--- config.mk ---
export PLATFORM = sky130hd
export DESIGN_NAME = atr_window_mon
export DESIGN_NICKNAME = d
export VERILOG_FILES = /design/src/rtl/atrw_pkg.sv /design/src/rtl/atrw_io_sync.sv /design/src/rtl/atrw_cycle_counter.sv /design/src/rtl/atrw_classify.sv /design/src/rtl/atr_window_mon.sv
export SDC_FILE = /design/constraint.sdc
export NUM_CORES = 1
export LEC_CHECK = 0
export CAP_MARGIN = 40
export CORE_UTILIZATION = 40
export CTS_CLUSTER_DIAMETER = 100
export DETAILED_ROUTE_END_ITERATION = 10
export GPL_TIMING_DRIVEN = 0
export PLACE_DENSITY = 0.71
export REMOVE_ABC_BUFFERS = 1
export SLEW_MARGIN = 20
export SYNTH_ARGS = -nofsm -noshare
export SYNTH_HDL_FRONTEND = slang
export SYNTH_HIERARCHICAL = 1
export SYNTH_SLANG_ARGS = --single-unit
--- constraint.sdc ---
create_clock -name clk_i -period 0.95 [get_ports clk_i]
set_input_delay 0.1425 -clock clk_i [delete_from_list [all_inputs] [get_ports clk_i]]
set_output_delay 0.1425 -clock clk_i [all_outputs]
set_load 0.02 [all_outputs]
--- src/rtl/atrw_pkg.sv ---
`timescale 1ns/1ps
package atrw_pkg;
  localparam int BYTE_W     = 8;
  localparam int EARLY_W    = 10;
  localparam int MUTE_W     = 16;
  localparam int EARLY_LO_W = EARLY_W - BYTE_W;

  typedef logic [MUTE_W-1:0]  cnt_t;
  typedef logic [EARLY_W-1:0] early_thr_t;

  typedef enum logic [1:0] {
    EV_NONE  = 2'd0,
    EV_EARLY = 2'd1,
    EV_VALID = 2'd2,
    EV_MUTE  = 2'd3
  } atr_ev_e;
endpackage

--- src/rtl/atrw_io_sync.sv ---
`timescale 1ns/1ps
module atrw_io_sync #(
  parameter int STAGES = 2
) (
  input  logic clk_i,
  input  logic rst_ni,
  input  logic io_i,
  output logic fall_o
);
  // chain_q[STAGES-1] is the synchronized level, chain_q[STAGES] its previous value
  logic [STAGES:0] chain_q;
  logic [STAGES:0] chain_d;

  always_comb begin
    chain_d = {chain_q[STAGES-1:0], io_i};
  end

  always_ff @(posedge clk_i or negedge rst_ni) begin
    if (!rst_ni) chain_q <= '1;
    else         chain_q <= chain_d;
  end

  assign fall_o = chain_q[STAGES] & ~chain_q[STAGES-1];
endmodule

--- src/rtl/atrw_cycle_counter.sv ---
`timescale 1ns/1ps
module atrw_cycle_counter
  import atrw_pkg::*;
(
  input  logic clk_i,
  input  logic rst_ni,
  input  logic clr_i,
  input  logic run_i,
  input  logic cke_i,
  input  cnt_t limit_i,
  output cnt_t cnt_o,
  output logic at_limit_o
);
  cnt_t cnt_q;
  cnt_t cnt_d;
  logic adv;

  assign at_limit_o = (cnt_q >= limit_i);
  assign adv        = run_i & cke_i & ~at_limit_o;

  always_comb begin
    cnt_d = cnt_q;
    if (clr_i)    cnt_d = '0;
    else if (adv) cnt_d = cnt_q + cnt_t'(1);
  end

  always_ff @(posedge clk_i or negedge rst_ni) begin
    if (!rst_ni) cnt_q <= '0;
    else         cnt_q <= cnt_d;
  end

  assign cnt_o = cnt_q;
endmodule

--- src/rtl/atrw_classify.sv ---
`timescale 1ns/1ps
module atrw_classify
  import atrw_pkg::*;
(
  input  logic       clk_i,
  input  logic       rst_ni,
  input  logic       start_i,
  input  logic       fall_i,
  input  logic       at_limit_i,
  input  cnt_t       cnt_i,
  input  early_thr_t early_thr_i,
  input  logic       status_rd_i,
  output logic       active_o,
  output logic       early_o,
  output logic       mute_o,
  output logic       valid_o,
  output logic       timeout_o
);
  logic    active_q, active_d;
  logic    early_q, early_d;
  logic    mute_q, mute_d;
  logic    valid_q, timeout_q;
  atr_ev_e ev;

  // event decision: start has priority, then expiry, then the IO fall
  always_comb begin
    ev       = EV_NONE;
    active_d = active_q;
    if (start_i) begin
      active_d = 1'b1;
    end else if (active_q) begin
      if (at_limit_i) begin
        ev       = EV_MUTE;
        active_d = 1'b0;
      end else if (fall_i) begin
        ev       = (cnt_i < cnt_t'(early_thr_i)) ? EV_EARLY : EV_VALID;
        active_d = 1'b0;
      end
    end
  end

  // sticky flags: a read clears, a new event in the same cycle wins
  always_comb begin
    early_d = (early_q & ~status_rd_i) | (ev == EV_EARLY);
    mute_d  = (mute_q  & ~status_rd_i) | (ev == EV_MUTE);
  end

  always_ff @(posedge clk_i or negedge rst_ni) begin
    if (!rst_ni) begin
      active_q  <= 1'b0;
      early_q   <= 1'b0;
      mute_q    <= 1'b0;
      valid_q   <= 1'b0;
      timeout_q <= 1'b0;
    end else begin
      active_q  <= active_d;
      early_q   <= early_d;
      mute_q    <= mute_d;
      valid_q   <= (ev == EV_VALID);
      timeout_q <= (ev == EV_MUTE);
    end
  end

  assign active_o  = active_q;
  assign early_o   = early_q;
  assign mute_o    = mute_q;
  assign valid_o   = valid_q;
  assign timeout_o = timeout_q;
endmodule

--- src/rtl/atr_window_mon.sv ---
`timescale 1ns/1ps
module atr_window_mon
  import atrw_pkg::*;
#(
  parameter int SYNC_STAGES = 2
) (
  input  logic        clk_i,
  input  logic        rst_ni,
  input  logic        start_i,
  input  logic        card_clk_en_i,
  input  logic        io_i,
  input  logic        status_rd_i,
  input  logic [7:0]  early_hi_i,
  input  logic [7:0]  early_lo_i,
  input  logic [7:0]  mute_hi_i,
  input  logic [7:0]  mute_lo_i,
  output logic        early_o,
  output logic        mute_o,
  output logic        irq_o,
  output logic        atr_valid_o,
  output logic        timeout_o
);
  logic [1:0] rst_sync_q;
  logic       rst_n;
  always_ff @(posedge clk_i or negedge rst_ni) begin
    if (!rst_ni) rst_sync_q <= '0;
    else         rst_sync_q <= {rst_sync_q[0], 1'b1};
  end
  assign rst_n = rst_sync_q[1];

  // threshold assembly from the host register bytes
  early_thr_t early_thr;
  cnt_t       mute_thr;
  logic       unused_lo_bits;
  assign early_thr      = {early_hi_i, early_lo_i[BYTE_W-1 -: EARLY_LO_W]};
  assign mute_thr       = {mute_hi_i, mute_lo_i};
  assign unused_lo_bits = ^early_lo_i[BYTE_W-EARLY_LO_W-1:0];

  logic io_fall;
  logic active;
  logic at_limit;
  cnt_t cnt;

  atrw_io_sync #(.STAGES(SYNC_STAGES)) u_sync (
    .clk_i  (clk_i),
    .rst_ni (rst_n),
    .io_i   (io_i),
    .fall_o (io_fall)
  );

  atrw_cycle_counter u_cnt (
    .clk_i      (clk_i),
    .rst_ni     (rst_n),
    .clr_i      (start_i),
    .run_i      (active),
    .cke_i      (card_clk_en_i),
    .limit_i    (mute_thr),
    .cnt_o      (cnt),
    .at_limit_o (at_limit)
  );

  atrw_classify u_cls (
    .clk_i       (clk_i),
    .rst_ni      (rst_n),
    .start_i     (start_i),
    .fall_i      (io_fall),
    .at_limit_i  (at_limit),
    .cnt_i       (cnt),
    .early_thr_i (early_thr),
    .status_rd_i (status_rd_i),
    .active_o    (active),
    .early_o     (early_o),
    .mute_o      (mute_o),
    .valid_o     (atr_valid_o),
    .timeout_o   (timeout_o)
  );

  assign irq_o = early_o | mute_o;
endmodule

After elaboration in Yosys (flattened, before gate mapping)
Cells that the tools add are included.
Storage, ports and cells
  flip-flop bits (word level): 26
  input bits: 38
Operators by class
  add/sub/neg operators: 1
  order comparisons: 2
  equality and inequality tests: 3
  multiplexer cells: 11
  bitwise logic cells: 11
  reduce and logical (&&, ||, !) cells: 1
Operators by type and width (count)
  $mux W16: 2
  $add A16 B1 Y16 const B: 1
  $ge A16 B16 Y1: 1
  $lt A16 B10 Y1: 1
  $mux W2: 5
  $and A1 B1 Y1: 5
  $eq A2 B2 Y1 const B: 2
  $mux W1: 4
  $not A1 Y1: 3
  $or A1 B1 Y1: 3
  $eq A2 B1 Y1 const B: 1
  $reduce_bool A2 Y1: 1

Depth between registers and ports, before layout
Gate-level depths: netlist of the first run.
  word-level depth: 8
  gate-level depth with buffers: 11
  gate-level depth less buffers: 9

Cells and area by module
The synthesis of the first run kept the hierarchy.
By module, submodules not included
  atrw_cycle_counter: instances 1, cells each 152, area each 1337.5 sq um, seq. area each 400.4 sq um
  atrw_classify: instances 1, cells each 48, area each 432.9 sq um, seq. area each 125.1 sq um
  atrw_io_sync: instances 1, cells each 4, area each 92.6 sq um, seq. area each 78.8 sq um
  atr_window_mon: instances 1, cells each 4, area each 60.1 sq um, seq. area each 50.0 sq um

Worst setup path before layout of the first run
Ideal clock, no wire load.
  kind: reg2reg
  start: reg u_cnt.cnt_q[0], in the netlist u_cnt/cnt_o[0]
  end: reg u_cls.valid_q, in the netlist u_cls/valid_o
  library setup time: 0.073 ns
  arrival time: 2.339 ns
  data required time: 0.877 ns
  path slack: -1.462 ns
  cell stages (with the launch flop): 11
  cells stage by stage: dfrtp_1 -> inv_1 -> ha_1 -> nand2b_4 -> a2111oi_4 -> o31ai_2 -> buf_4 -> buf_4 -> or2_2 -> nor4bb_1 -> nor2b_1
On the way
  elaborated cells on any way between the ends: 8
  classes of those cells: 2 x order compare; 1 x eq/ne; 5 x mux
RTL lines
  start, declared: RTL line atrw_cycle_counter.sv:14  | cnt_t cnt_q;
  start signal, assigned: RTL line atrw_cycle_counter.sv:29  | else cnt_q <= cnt_d;
  $ge A16 B16 Y1: RTL line atrw_cycle_counter.sv:18  | assign at_limit_o = (cnt_q >= limit_i);
  named net at_limit: RTL line atr_window_mon.sv:41  | logic at_limit;
  $mux W2: RTL line atrw_classify.sv:32  | if (at_limit_i) begin
  $mux W2: RTL line atrw_classify.sv:31  | end else if (active_q) begin
  $mux W2: RTL line atrw_classify.sv:29  | if (start_i) begin
  $eq A2 B2 Y1: RTL line atrw_classify.sv:59  | valid_q <= (ev == EV_VALID);
  end signal, assigned: RTL line atrw_classify.sv:59
  end, declared: RTL line atrw_classify.sv:22  | logic valid_q, timeout_q;
The timed path passes the listed nets, and every way through them passes these cells.
A chain may end at the register's enable or synchronous reset.

Worst setup path in the final report of the first run
  start: reg u_cnt.cnt_q[13], in the netlist u_cnt/cnt_o[13]
  end: reg u_cnt.cnt_q[3], in the netlist u_cnt/cnt_o[3]
On the way
  longest elaborated chain between the ends: 4
RTL lines
  $ge A16 B16 Y1: RTL line atrw_cycle_counter.sv:18
  $not A1 Y1: RTL line atrw_cycle_counter.sv:19  | assign adv = run_i & cke_i & ~at_limit_o;
  $and A1 B1 Y1: RTL line atrw_cycle_counter.sv:19
  $reduce_bool A2 Y1 (no line)
Every way passes these cells.

==> out/results.txt, run 1 <==
cells after synthesis -> 208
core footprint -> 4470 sq um
Startpoint Class -> flop
Worst path slowest cell -> dfrtp_1
Layout area overhead -> 54.7%
CP peak stage delay -> 0.44 ns
number of design-rule violations left by the first detailed-router iteration -> 113
share of cells above drive strength 1 -> 35.0%
last weighted congestion value of the routability-driven placer -> 0.759
Die Span X -> 71.3 um
pin count of the biggest net entering global routing -> 23
WL met1 -> 2300 um
Ant. Diodes -> 0
die area -> 5090 sq um
number of distinct library cell variants in the gate-level netlist after synthesis -> 44
layout filler cell count -> 330
total negative slack -> -28.16 ns
Synthesis Warnings -> 6
critical path startpoint -> u_cnt/cnt_o[13]$_DFFE_PN0P_
category of the worst setup path capture point -> flop
deepest clock path buffer count -> 2
number of clock buffers inserted by TritonCTS -> 3
depth of the CTS H-tree -> 1
Max-cap violations -> 0
half-perimeter wire length after placement -> 3170 um
vias post-DR -> 1920
number of slew-limit violations in the final report -> 0
most frequent standard cell in the layout excluding fill and tap cells -> buf_4
I/O pin count -> 43
endpoint arrival time on the critical path -> 2.53 ns
wirelength, routed -> 5410 um
library cell occupying the most area in the post-synthesis netlist -> dfrtp_1
area occupied by multi-input gates -> 1340 sq um
top routing layer in use -> met4
data required time of the worst path -> 1.11 ns
critical path capture point -> u_cnt/cnt_o[3]$_DFFE_PN0P_
Root Buffer -> clkbuf_8
Starting Density -> 43.0%
vias in the first global route -> 1815
CTS tree -> yes
flop2flop setup slack -> -1.42 ns
number of nets in the finished design -> 348
leakage power summed over all cells -> 1.36 nW
chain of cells forming the critical path -> ha_4 > nand4_1 > or3_4 > o31ai_4 > buf_4 > nor4_2 > mux2_1
startpoint of the lowest-slack register-to-register path -> u_cnt/cnt_o[13]$_DFFE_PN0P_
failing checks -> design-rule violations, negative setup slack
maximum achievable frequency -> 422 MHz
Relative slew margins -> 60.7%
Crit Path Max Fanout -> 9
gr usage total -> 20.8%
unrepaired setup endpoints after global routing -> true
die height -> 71.3 um
average detailed-routed wire length per instance -> 16.2 um
critical register-to-register path endpoint -> u_cnt/cnt_o[3]$_DFFE_PN0P_
router iterations before antenna repair -> 7
cell row count -> 24
result of the run -> finished, violations left
PD cells -> 833 nW/um^2
Sequential cell area -> 658 sq um
Hold Path Class -> in -> async
synthesized flop and latch total -> 26
FF-to-FF path depth -> 7
clk sinks -> 26
proportion of netlist area held by the largest area contributor -> 29.9%
sequential share of the synthesized area -> 34.0%
wire length of the first global-routing pass -> 8330 um
number of endpoints with negative hold slack in the final report -> 0
Met2 Routed Length -> 2870 um
Syn Area/Cell -> 9.25 sq um
post-synthesis cell area -> 1920 sq um
share of the clock period used by the worst path after layout -> 249%
pre-CTS worst setup slack -> -1.95 ns
crit path kind -> reg -> reg
met3 wirelength from detailed routing -> 185 um
shortest period the worst path allows -> 2.37 ns
number of nets with antenna violations after routing -> 0
post-detailed-route via-to-cell ratio -> 5.73
initial antenna violation count -> 0
measured slew at the worst slew-check pin -> 0.586 ns
worst supply voltage drop on vdd -> 0.713 mV
Hold Worst Slack -> 0.0195 ns
clock insertion delay at the later pin of the skew report -> 0.28 ns
main flop type after synthesis -> dfrtp_1
I/O Buffers -> 36
Remaining DRCs -> 3
final setup margin -> -1.42 ns
biggest area contributors in the synthesized netlist -> dfrtp_1 30%, ha_1 17%, inv_1 5.5%, a21oi_1 5.2%, o31ai_1 5.1%
remaining global-route overflow -> 0
top library cells by usage in the layout, fill and taps aside -> 34 x buf_4, 31 x clkdlybuf4s50_1, 27 x inv_1
clock input transition at the sequential cells of the worst setup and hold paths -> 0.10 ns
worst clock skew -> 0.00739 ns
fraction of synthesis flops using an asynchronous set or reset pin -> 100%
number of flops mapped to enable cells by yosys -> 0
final-report setup violation count -> 24
==> cells by family (layout without fill, tap and decap cells) <==
family / Yosys count / count (layout) / share of synthesized area, %
AOI/OAI and AO/OA: 47 / 47 / 17.5
and+or+nand+nor: 69 / 69 / 22.1
muxes: 3 / 3 / 1.69
buffers and inverters: 36 / 111 / 7.55
DFF: 26 / 26 / 34.0
other: 1 / 1 / 0.195
adders and majority gates: 26 / 26 / 16.9
==> cells in the mapped netlist, types with 2 or more instances <==
library cell and n:
inv_1 28, ha_1 26, dfrtp_1 23, a21oi_1 20
o31ai_1 13, or4_1 13, nand2_1 10, nand4_1 9
nand3_1 8, nor2_1 7, clkbuf_1 3, dfstp_2 3
nor3_1 3, o21a_1 3, buf_2 2, buf_4 2
mux2_1 2, nand2b_1 2, nand2b_4 2, nor2b_1 2
nor4_1 2, or2_2 2, or3_1 2
==> sequential cells by signal, indices dropped and copies added (netlist names) <==
signal / flops
u_sync/chain_q: 3
u_cls/active_o: 1
rst_sync_q: 2
u_cls/early_o: 1
u_cls/timeout_o: 1
u_cls/mute_o: 1
u_cls/valid_o: 1
u_cnt/cnt_o: 16
==> worst min path at each step <==
stage | startpoint | endpoint | slack (ns) | depth (start not counted)
after floorplan | rst_ni | rst_sync_q[0]$_DFF_PN0_ | -0.15 | 0
after global placement | rst_ni | rst_sync_q[0]$_DFF_PN0_ | 0.31 | 1
after detailed placement | rst_sync_q[1]$_DFF_PN0_ | u_cnt/cnt_o[0]$_DFFE_PN0P_ | 0.14 | 0
after CTS | rst_ni | rst_sync_q[0]$_DFF_PN0_ | 0.02 | 1
after global routing | rst_ni | rst_sync_q[0]$_DFF_PN0_ | 0.01 | 1
final | rst_ni | rst_sync_q[0]$_DFF_PN0_ | 0.02 | 1
==> routing by layer <==
metal  global-route usage (%)  vias to the layer above
li1                         -                      914
met1                     25.6                      933
met2                     38.4                       63
met3                     3.09                       10
met4                     4.22                        0
met5                        0                        -
==> per-stage QoR <==
step / cell area, sq um / instances / utilization (%) / total power, mW
floorplan: 1880 / 200 / - / 1.38
global placement: 2310 / 288 / 51.6 / 1.57
detailed placement: 2370 / 291 / 52.9 / 1.59
CTS: 2770 / 328 / 62.0 / 2.41
global route: 2970 / 335 / 66.5 / 2.59
finish: 2970 / 335 / 66.5 / 2.48
==> worst max-delay path: cells and delay by family (launching register included) <==
family          cells  cell delay, ns
simple gates        3            0.64
mux                 1            0.31
compound gates      1            0.34
flops               1            0.44
buf+inv             1            0.24
fa+ha+maj           1            0.29
==> power by group <==
part           switching [mW]  leakage [nW]  internal, mW  total (mW)
combinational           0.226         0.992         0.350       0.576
sequential             0.0249         0.337          1.14        1.16
clock                   0.369        0.0288         0.371       0.741
total                   0.620          1.36          1.86        2.48
==> timing repair <==
action / 4_1_cts / 5_1_grt
setup buffers: 34 / 6
pin swaps: 20 / 8
endpoints found under the setup margin: 26 / 26
gates cloned: 1 / 1
resized for setup: 39 / 38
hold buffers: 0 / 0
==> cell type report <==
class | instances | share of cell area, %
Sequential cell | 26 | 22.1
Inverter | 28 | 3.53
Timing Repair Buffer | 79 | 25.1
Tap cell | 52 | 2.19
Multi-Input combinational cell | 146 | 45.2
Clock buffer | 4 | 1.85
Note: power is estimated with default switching activity, not from simulation.
==> inputs of run 2 (changes only) <==
--- a/config.mk
+++ b/config.mk
@@ -6,6 +6,7 @@
 export NUM_CORES = 1
 export LEC_CHECK = 0
 export CAP_MARGIN = 40
+export CORE_MARGIN = 3
 export CORE_UTILIZATION = 40
 export CTS_CLUSTER_DIAMETER = 100
 export DETAILED_ROUTE_END_ITERATION = 10
==> out/results.txt, run 2 (synthesis gave the netlist of run 1 again) <==
final-report setup violation count -> 24 (unchanged)
die height -> 75.3 um (+5.6%)
depth of the CTS H-tree -> 1 (unchanged)
crit path kind -> reg -> reg
Root Buffer -> clkbuf_8
number of endpoints with negative hold slack in the final report -> 0 (unchanged)
data required time of the worst path -> 1.13 ns (+0.02 ns)
clock input transition at the sequential cells of the worst setup and hold paths -> 0.10 ns (about the same)
initial antenna violation count -> 0 (unchanged)
I/O pin count -> 43 (unchanged)
number of clock buffers inserted by TritonCTS -> 3 (unchanged)
last weighted congestion value of the routability-driven placer -> 0.795 (+4.7%)
leakage power summed over all cells -> 1.32 nW (-3.0%)
number of design-rule violations left by the first detailed-router iteration -> 113 (unchanged)
wirelength, routed -> 5120 um (-5.4%)
measured slew at the worst slew-check pin -> 0.594 ns (+0.00848 ns)
Crit Path Max Fanout -> 8 (-1)
failing checks -> negative setup slack
clk sinks -> 26 (unchanged)
endpoint arrival time on the critical path -> 2.46 ns (-0.07 ns)
Ant. Diodes -> 0 (unchanged)
Starting Density -> 42.7% (-0.29 points)
deepest clock path buffer count -> 2 (unchanged)
result of the run -> finished, violations left
Largest register FFs -> 16 (unchanged)
gr usage total -> 17.9% (-2.8 points)
vias in the first global route -> 1748 (-3.7%)
area occupied by multi-input gates -> 1320 sq um (-2.0%)
total non-filler cell area in the finished layout -> 2890 sq um (-2.9%)
final std cells w/o fill -> 325 (-3.0%)
I/O Buffers -> 36 (unchanged)
shortest period the worst path allows -> 2.28 ns (-0.0846 ns)
worst clock skew -> 0.00256 ns (-0.00483 ns)
layout filler cell count -> 355 (+7.6%)
clock insertion delay at the later pin of the skew report -> 0.28 ns (about the same)
router iterations before antenna repair -> 4 (-3)
total negative slack -> -26.23 ns (+1.92 ns)
cell row count -> 24 (unchanged)
Post-DP Area -> 2370 sq um (unchanged)
remaining global-route overflow -> 0 (unchanged)
share of the clock period used by the worst path after layout -> 240% (-8.9 points)
core footprint -> 4500 sq um (+0.67%)
number of nets with antenna violations after routing -> 0 (unchanged)
Relative slew margins -> 60.1% (-0.57 points)
average detailed-routed wire length per instance -> 15.8 um (-2.5%)
Remaining DRCs -> 0 (-3)
Layout area overhead -> 50.2%
CTS tree -> yes
final setup margin -> -1.33 ns (+0.0846 ns)
PD cells -> 905 nW/um^2 (+8.7%)
unrepaired setup endpoints after global routing -> true
worst supply voltage drop on vdd -> 0.470 mV (-34%)
Die Span X -> 75.3 um (+5.6%)
pre-CTS worst setup slack -> -1.92 ns (+0.0329 ns)
most frequent standard cell in the layout excluding fill and tap cells -> clkdlybuf4s50_1
Startpoint Class -> flop
category of the worst setup path capture point -> flop
Hold Path Class -> reg -> async
maximum achievable frequency -> 438 MHz (+3.7%)
half-perimeter wire length after placement -> 3250 um (+2.6%)
top library cells by usage in the layout, fill and taps aside -> 31 x clkdlybuf4s50_1, 27 x inv_1, 21 x buf_4, 21 x ha_1, 20 x dfrtp_1
number of nets in the finished design -> 338 (-2.9%)
number of slew-limit violations in the final report -> 0 (unchanged)
Sequential cell area -> 658 sq um (unchanged)
wire length of the first global-routing pass -> 7810 um (-6.2%)
die area -> 5680 sq um (+12%)
Max-cap violations -> 0 (unchanged)
pin count of the biggest net entering global routing -> 23 (unchanged)
share of cells above drive strength 1 -> 31.5% (-3.5 points)
post-detailed-route via-to-cell ratio -> 5.63 (-1.7%)
vias post-DR -> 1831 (-4.6%)
Placed Instances -> 291 (unchanged)
run 2: what timing repair did:
item | 4_1_cts | 5_1_grt
hold endpoints to repair | 0 | 2
cloned | 1 | 0
hold buffers | 0 | 1
pin swaps | 18 | 8
setup endpoints to repair | 26 | 26
gates resized for setup | 38 | 37
setup buffers | 22 | 6
run 2: per-layer routing:
| layer | GRT usage [%] | routed length, um | up-vias |
|---|---|---|---|
| met2 | 28.9 | 2420 | 67 |
| met3 | 1.58 | 285 | 13 |
| met4 | 6.41 | 136 | 0 |
| li1 | - | - | 894 |
| met1 | 25.2 | 2280 | 857 |
| met5 | 0 | 0 | - |
run 2: worst paths after layout:
path,startpoint,end,slack (ns),cells after the start
worst min register to register,rst_sync_q[1]$_DFF_PN0_,u_cls/timeout_o$_DFF_PN0_,0.15,0
worst max register to register,u_cnt/cnt_o[13]$_DFFE_PN0P_,u_cls/active_o$_DFF_PN0_,-1.33,8
max in group asynchronous,rst_ni,rst_sync_q[0]$_DFF_PN0_,0.28,2
worst max-delay path,u_cnt/cnt_o[13]$_DFFE_PN0P_,u_cls/active_o$_DFF_PN0_,-1.33,8
min in group clk_i,io_i,u_sync/chain_q[0]$_DFF_PN1_,0.26,1
worst min-delay path,rst_sync_q[1]$_DFF_PN0_,u_cls/timeout_o$_DFF_PN0_,0.15,0
run 2: layout make-up:
| class | count | share of cell area (%) |
|---|---|---|
| Multi-Input combinational cell | 146 | 45.6 |
| Timing Repair Buffer | 69 | 23.3 |
| Sequential cell | 26 | 22.8 |
| Inverter | 28 | 3.64 |
| Tap cell | 52 | 2.25 |
| Clock buffer | 3 | 1.43 |
| Clock inverter | 1 | 1.04 |
run 2: power by group:
| group | total [mW] | leakage, nW | switching [mW] | internal, mW |
|---|---|---|---|---|
| combinational | 0.506 | 0.945 | 0.204 | 0.301 |
| sequential | 1.16 | 0.337 | 0.0240 | 1.14 |
| clock | 0.950 | 0.0357 | 0.385 | 0.565 |
| total | 2.62 | 1.32 | 0.613 | 2.00 |
run 2: critical path: stages, from the launching register on:
cell	delay (ns)
dfrtp_1	0.43
ha_4	0.28
nand4_1	0.18
or3_4	0.40
o31ai_4	0.27
buf_8	0.17
or2_4	0.16
nor3b_2	0.06
or2_4	0.22
run 2: through the flow:
stage	hold WS, ns	utilization (%)	power [mW]
finish	0.150	64.1	2.62
CTS	0.00723	59.6	2.55
global route	0.175	64.1	2.72
detailed placement	0.149	52.5	1.59
global placement	0.314	51.2	1.57
floorplan	-0.153	-	1.38
==> inputs of run 3 (changes only) <==
--- a/config.mk
+++ b/config.mk
@@ -5,8 +5,8 @@
 export SDC_FILE = /design/constraint.sdc
 export NUM_CORES = 1
 export LEC_CHECK = 0
+export ABC_CLOCK_PERIOD_IN_PS = 950
 export CAP_MARGIN = 40
-export CORE_MARGIN = 3
 export CORE_UTILIZATION = 40
 export CTS_CLUSTER_DIAMETER = 100
 export DETAILED_ROUTE_END_ITERATION = 10
==> results of run 3 <==
The final DEF is identical to that of run 1; final timing and power are the same.
